===== src/rtl/chop_pkg.sv =====
package chop_pkg;
  localparam int SLOT_BITS = 3;
  localparam int NUM_SLOTS = 1 << SLOT_BITS;

  typedef enum logic [1:0] {
    CM_OFF    = 2'b00,
    CM_CHARGE = 2'b01,
    CM_SLOW   = 2'b10,
    CM_FAST   = 2'b11
  } chop_mode_t;
endpackage


===== src/rtl/chop_slot_timer.sv =====
module chop_slot_timer
  import chop_pkg::*;
#(
  parameter int SLOT_CYCLES = 125
) (
  input  logic clk,
  input  logic rst,
  input  logic run,
  output logic first_slot_o,
  output logic last_slot_o,
  output logic period_begin_o
);
  localparam int DIV_W = (SLOT_CYCLES > 1) ? $clog2(SLOT_CYCLES) : 1;
  localparam logic [DIV_W-1:0] DIV_MAX = DIV_W'(SLOT_CYCLES - 1);
  localparam logic [SLOT_BITS-1:0] LAST_SLOT = SLOT_BITS'(NUM_SLOTS - 1);

  logic [DIV_W-1:0]     div_q;
  logic [SLOT_BITS-1:0] slot_q;

  always_ff @(posedge clk) begin
    if (rst || !run) begin
      div_q  <= '0;
      slot_q <= '0;
    end else if (div_q == DIV_MAX) begin
      div_q  <= '0;
      slot_q <= slot_q + 1'b1;
    end else begin
      div_q <= div_q + 1'b1;
    end
  end

  assign first_slot_o   = (slot_q == '0);
  assign last_slot_o    = (slot_q == LAST_SLOT);
  assign period_begin_o = (slot_q == '0) && (div_q == '0);

  // the period wraps back to its first clock after the last slot
  p_period_wrap_r10: assert property (@(posedge clk) disable iff (rst)
    (run && slot_q == LAST_SLOT && div_q == DIV_MAX) |=> (slot_q == '0 && div_q == '0));

  // a stopped timer sits at the period origin
  p_timer_restart_r2: assert property (@(posedge clk) disable iff (rst)
    (!run) |=> (slot_q == '0 && div_q == '0));
endmodule


===== src/rtl/chop_sync.sv =====
module chop_sync #(
  parameter int STAGES = 2
) (
  input  logic clk,
  input  logic rst,
  input  logic d,
  output logic q
);
  logic [STAGES-1:0] sh_q;

  generate
    if (STAGES == 1) begin : g_single
      always_ff @(posedge clk) begin
        if (rst) sh_q <= '0;
        else     sh_q <= d;
      end
    end else begin : g_chain
      always_ff @(posedge clk) begin
        if (rst) sh_q <= '0;
        else     sh_q <= {sh_q[STAGES-2:0], d};
      end
    end
  endgenerate

  assign q = sh_q[STAGES-1];
endmodule


===== src/rtl/chop_mode_fsm.sv =====
module chop_mode_fsm
  import chop_pkg::*;
(
  input  logic       clk,
  input  logic       rst,
  input  logic       run,
  input  logic       below,
  input  logic       first_slot,
  input  logic       last_slot,
  input  logic       period_begin,
  output chop_mode_t mode_o,
  output logic       start_o
);
  chop_mode_t mode_q, mode_n;
  logic       seen_q, seen_n;

  always_comb begin
    mode_n = mode_q;
    seen_n = seen_q | below;
    if (!run) begin
      mode_n = CM_OFF;
      seen_n = 1'b0;
    end else if (period_begin) begin
      mode_n = CM_CHARGE;
      seen_n = below;
    end else begin
      case (mode_q)
        CM_CHARGE: begin
          if (last_slot)       mode_n = CM_FAST;
          else if (first_slot) mode_n = CM_CHARGE;
          else if (!seen_n)    mode_n = CM_FAST;
          else if (!below)     mode_n = CM_SLOW;
          else                 mode_n = CM_CHARGE;
        end
        CM_SLOW: begin
          if (last_slot) mode_n = CM_FAST;
        end
        CM_FAST: mode_n = CM_FAST;
        default: mode_n = CM_OFF;
      endcase
    end
  end

  always_ff @(posedge clk) begin
    if (rst) begin
      mode_q  <= CM_OFF;
      seen_q  <= 1'b0;
      start_o <= 1'b0;
    end else begin
      mode_q  <= mode_n;
      seen_q  <= seen_n;
      start_o <= run && period_begin;
    end
  end

  assign mode_o = mode_q;

  // disable turns the bridge off on the next clock
  p_off_when_disabled_r2: assert property (@(posedge clk) disable iff (rst)
    (!run) |=> (mode_q == CM_OFF));

  // the first slot of every period charges
  p_forced_charge_r3: assert property (@(posedge clk) disable iff (rst)
    (run && first_slot) |=> (mode_q == CM_CHARGE));

  // slow decay gives way to the fast tail in the last slot
  p_slow_to_fast_r6: assert property (@(posedge clk) disable iff (rst)
    (run && mode_q == CM_SLOW && last_slot) |=> (mode_q == CM_FAST));

  // fast decay is never left before the period ends
  p_fast_sticky_r9: assert property (@(posedge clk) disable iff (rst)
    (run && mode_q == CM_FAST && !first_slot) |=> (mode_q == CM_FAST));

  // the start pulse coincides with a fresh charge
  p_start_charge_r10: assert property (@(posedge clk) disable iff (rst)
    start_o |-> (mode_q == CM_CHARGE));
endmodule


===== src/rtl/chop_decay_ctrl.sv =====
module chop_decay_ctrl
  import chop_pkg::*;
#(
  parameter int SLOT_CYCLES = 125,
  parameter int SYNC_STAGES = 2
) (
  input  logic       clk,
  input  logic       rst,
  input  logic       enable,
  input  logic       coil_below,
  output logic [1:0] mode_o,
  output logic       period_start_o
);
  logic       below_s;
  logic       first_slot, last_slot, period_begin;
  chop_mode_t mode_w;

  chop_sync #(.STAGES(SYNC_STAGES)) u_sync (
    .clk (clk),
    .rst (rst),
    .d   (coil_below),
    .q   (below_s)
  );

  chop_slot_timer #(.SLOT_CYCLES(SLOT_CYCLES)) u_timer (
    .clk            (clk),
    .rst            (rst),
    .run            (enable),
    .first_slot_o   (first_slot),
    .last_slot_o    (last_slot),
    .period_begin_o (period_begin)
  );

  chop_mode_fsm u_fsm (
    .clk          (clk),
    .rst          (rst),
    .run          (enable),
    .below        (below_s),
    .first_slot   (first_slot),
    .last_slot    (last_slot),
    .period_begin (period_begin),
    .mode_o       (mode_w),
    .start_o      (period_start_o)
  );

  assign mode_o = mode_w;
endmodule


===== config.mk =====
export PLATFORM = sky130hd
export DESIGN_NAME = chop_decay_ctrl
export DESIGN_NICKNAME = d
export VERILOG_FILES = /design/src/rtl/chop_pkg.sv /design/src/rtl/chop_slot_timer.sv /design/src/rtl/chop_sync.sv /design/src/rtl/chop_mode_fsm.sv /design/src/rtl/chop_decay_ctrl.sv
export SDC_FILE = /design/constraint.sdc
export NUM_CORES = 1
export LEC_CHECK = 0
export ABC_CLOCK_PERIOD_IN_PS = 3300
export BUFFER_PORTS_ARGS = -buffer_cell sky130_fd_sc_hd__buf_4
export CAP_MARGIN = 20
export CORE_AREA = 2 2 39 41
export CTS_CLUSTER_DIAMETER = 30
export CTS_CLUSTER_SIZE = 12
export DETAILED_ROUTE_END_ITERATION = 8
export DIE_AREA = 0 0 41 43
export PLACE_DENSITY = 0.81
export RECOVER_POWER = 100
export SYNTH_ARGS = -nofsm -noshare
export SYNTH_HDL_FRONTEND = slang
export SYNTH_SLANG_ARGS = --single-unit

===== constraint.sdc =====
create_clock -name clk -period 3.3 [get_ports clk]
set_clock_uncertainty 0.05 [all_clocks]
set_input_delay 0.66 -clock clk [delete_from_list [all_inputs] [get_ports clk]]
set_output_delay 0.66 -clock clk [all_outputs]
set_load 0.03 [all_outputs]

==> results.json <==
{
  "critical_path_required_ps": 2590,
  "wl_per_cell_um": 12.0,
  "yosysSeqAreaShare_pct": 46.0,
  "route.detailed.drc": 0,
  "cp_max_fo": 5,
  "syn_to_final_growth_pct": 9.87,
  "maxCapViolCount": 0,
  "num-nets-final": 95,
  "numPortBuffers": 6,
  "syn_area_um2": 697,
  "place.gp.congestion": 0.802,
  "clock_latency_ps": 280,
  "cts_resized": 0,
  "setup_tns_ps": 0,
  "critPathBufInv": 1,
  "grt_pass1_vias": 463,
  "startpoint_type": "register",
  "finalMaxSlewViolations": 0,
  "grt_max_degree": 9,
  "gr-usage-all-layers_pct": 16.8,
  "hold_violations": 0,
  "core_area_um2": 1380,
  "power.total_uw": 318,
  "crit_slowest_cell": "dfxtp_1",
  "fp.dieH_um": 43,
  "initial_core_util_pct": 50.4,
  "cts_hold_buf": 0,
  "detail-route-antenna-nets": 0,
  "cts_setup_buffers": 0,
  "cts_tree": "built",
  "syn-instance-count": 75,
  "final_cell_mix": "dfxtp_1 (16), nor2_1 (8), o21ai_0 (8)",
  "powerDensity_nw_per_um2": 416,
  "first_pass_iters": 3,
  "final.min_clock_period_ps": 1720,
  "relSlewSlack_pct": 54.1,
  "drive_gt1_share_pct": 9.52,
  "viasPerCell": 5.33,
  "antenna_cells": 0,
  "fmax_mhz": 583,
  "synth_cell_types": 25,
  "tightest_slew_ps": 681,
  "die-area_um2": 1760,
  "cts_made_buffers": 3,
  "end_kind": "output pin",
  "layout_commonest_cell": "dfxtp_1",
  "cp_top_family": "flip-flops",
  "cts.sinks": 16,
  "antenna_found_initial": 0,
  "grt_pass1_wl_mm": 1.96,
  "crit_chain": "clkbuf_1",
  "die_w_um": 41,
  "dr.first_iter.drc_count": 9,
  "cp_slowest_stage_delay_ps": 400,
  "status": "completed",
  "hpwl_um": 928,
  "rsz0062_at_grt": "false",
  "grt_remaining_overflow": 0,
  "wirelength_mm": 1.20,
  "min_path_type": "register to register",
  "path_clk_slew_ps": 90,
  "syn_avg_cell_area_um2": 9.29,
  "leakagePower_nw": 0.292,
  "fin_crit_sh_pct": 52.0,
  "num_rows": 14,
  "max-vdd-ir-drop_mv": 0.252,
  "crit_type": "register to output pin",
  "htreeDepth": 1,
  "yosysWarnings": 0,
  "synth_seq_cells": 16,
  "syn_nets": 84,
  "clk_root_buffer_cell": "clkbuf_4",
  "dr_total_vias": 533,
  "arrival_ps": 1010,
  "cts_max_path_buffers": 2,
  "io_pins": 7,
  "setup_viol": 0
}
[cells in the mapped netlist]
library cell  count  area, um2
nand3_1           4       20.0
o41ai_1           1       8.76
xor2_1            2       17.5
and2_1            2       12.5
xnor2_1           1       8.76
nor4_1            1       6.26
inv_1             5       18.8
ha_1              5       62.6
a22o_1            1       8.76
o2111a_1          1       11.3
o21ai_2           1       8.76
a21o_1            1       7.51
nor2b_1           4       25.0
dfxtp_1          16        320
a21oi_2           1       8.76
o21ai_0           7       35.0
and4_2            1       10.0
a21oi_1           5       25.0
nand3_2           1       10.0
nand4b_1          1       8.76
nor2_1            8       30.0
or3_1             1       6.26
nand2b_1          2       12.5
nand2_1           2       7.51
nand4_1           1       6.26
[worst paths after layout]
| path | from | end | slack, ps | cells past startpoint |
|---|---|---|---|---|
| worst max register to register | u_timer.div_q[0] | u_timer.div_q[3] | 1710 | 5 |
| worst min-delay path | u_sync.sh_q[0] | u_sync.sh_q[1] | 390 | 1 |
| worst min register to register | u_sync.sh_q[0] | u_sync.sh_q[1] | 390 | 1 |
| worst max-delay path | u_fsm.mode_o[1] | mode_o[1] | 1580 | 1 |
[registers in the layout (all words and copies together) (netlist names)]
register        flops
u_sync.sh_q         2
u_fsm.seen_q        1
u_fsm.mode_o        2
u_fsm.start_o       1
u_timer.slot_q      3
u_timer.div_q       7
[power by group]
group / internal [mW] / switching, mW / leakage [nW] / total (mW)
Sequential: 0.197 / 0.00255 / 0.130 / 0.200
Clock: 0.0424 / 0.0571 / 0.0138 / 0.0995
Combinational: 0.00706 / 0.0121 / 0.148 / 0.0192
Total: 0.246 / 0.0718 / 0.292 / 0.318
[stage by stage]
step                std cells  hold WS [ps]  util [%]  cell area [um2]  worst slack, ps
global route              100           429      55.3              766             1510
global placement           97           374      55.1              762             1840
floorplan                  75           364         -              697             1990
CTS                       100           394      56.7              785             1720
detailed placement         97           376      55.1              762             1810
finish                    100           388      55.3              766             1580
[metal layers]
layer	global-route usage, %	routed length [um]	part of all wire (%)
met3	7.85	56	4.7
met1	19.5	550	46
met2	25.0	572	48
met5	0	0	0
met4	8.00	22	1.8
[final cells by class]
type / count / area [um2]
clock buffer: 3 / 22.5
multi-input combinational: 54 / 354
timing repair buffer: 6 / 30.0
inverter: 5 / 18.8
fill: 136 / 618
sequential: 16 / 320
tap: 16 / 20.0
[logic make-up after synthesis]
kind of cell	count (synthesis)	share of synthesized area, %
AND/OR/NAND/NOR	28	22.3
AO/OA/AOI/OAI	18	16.3
flip-flops	16	46.0
buffers and inverters	5	2.69
adder cells (fa/ha/maj)	5	8.98
XOR/XNOR	3	3.77
Note: power is estimated with default switching activity, not from simulation.
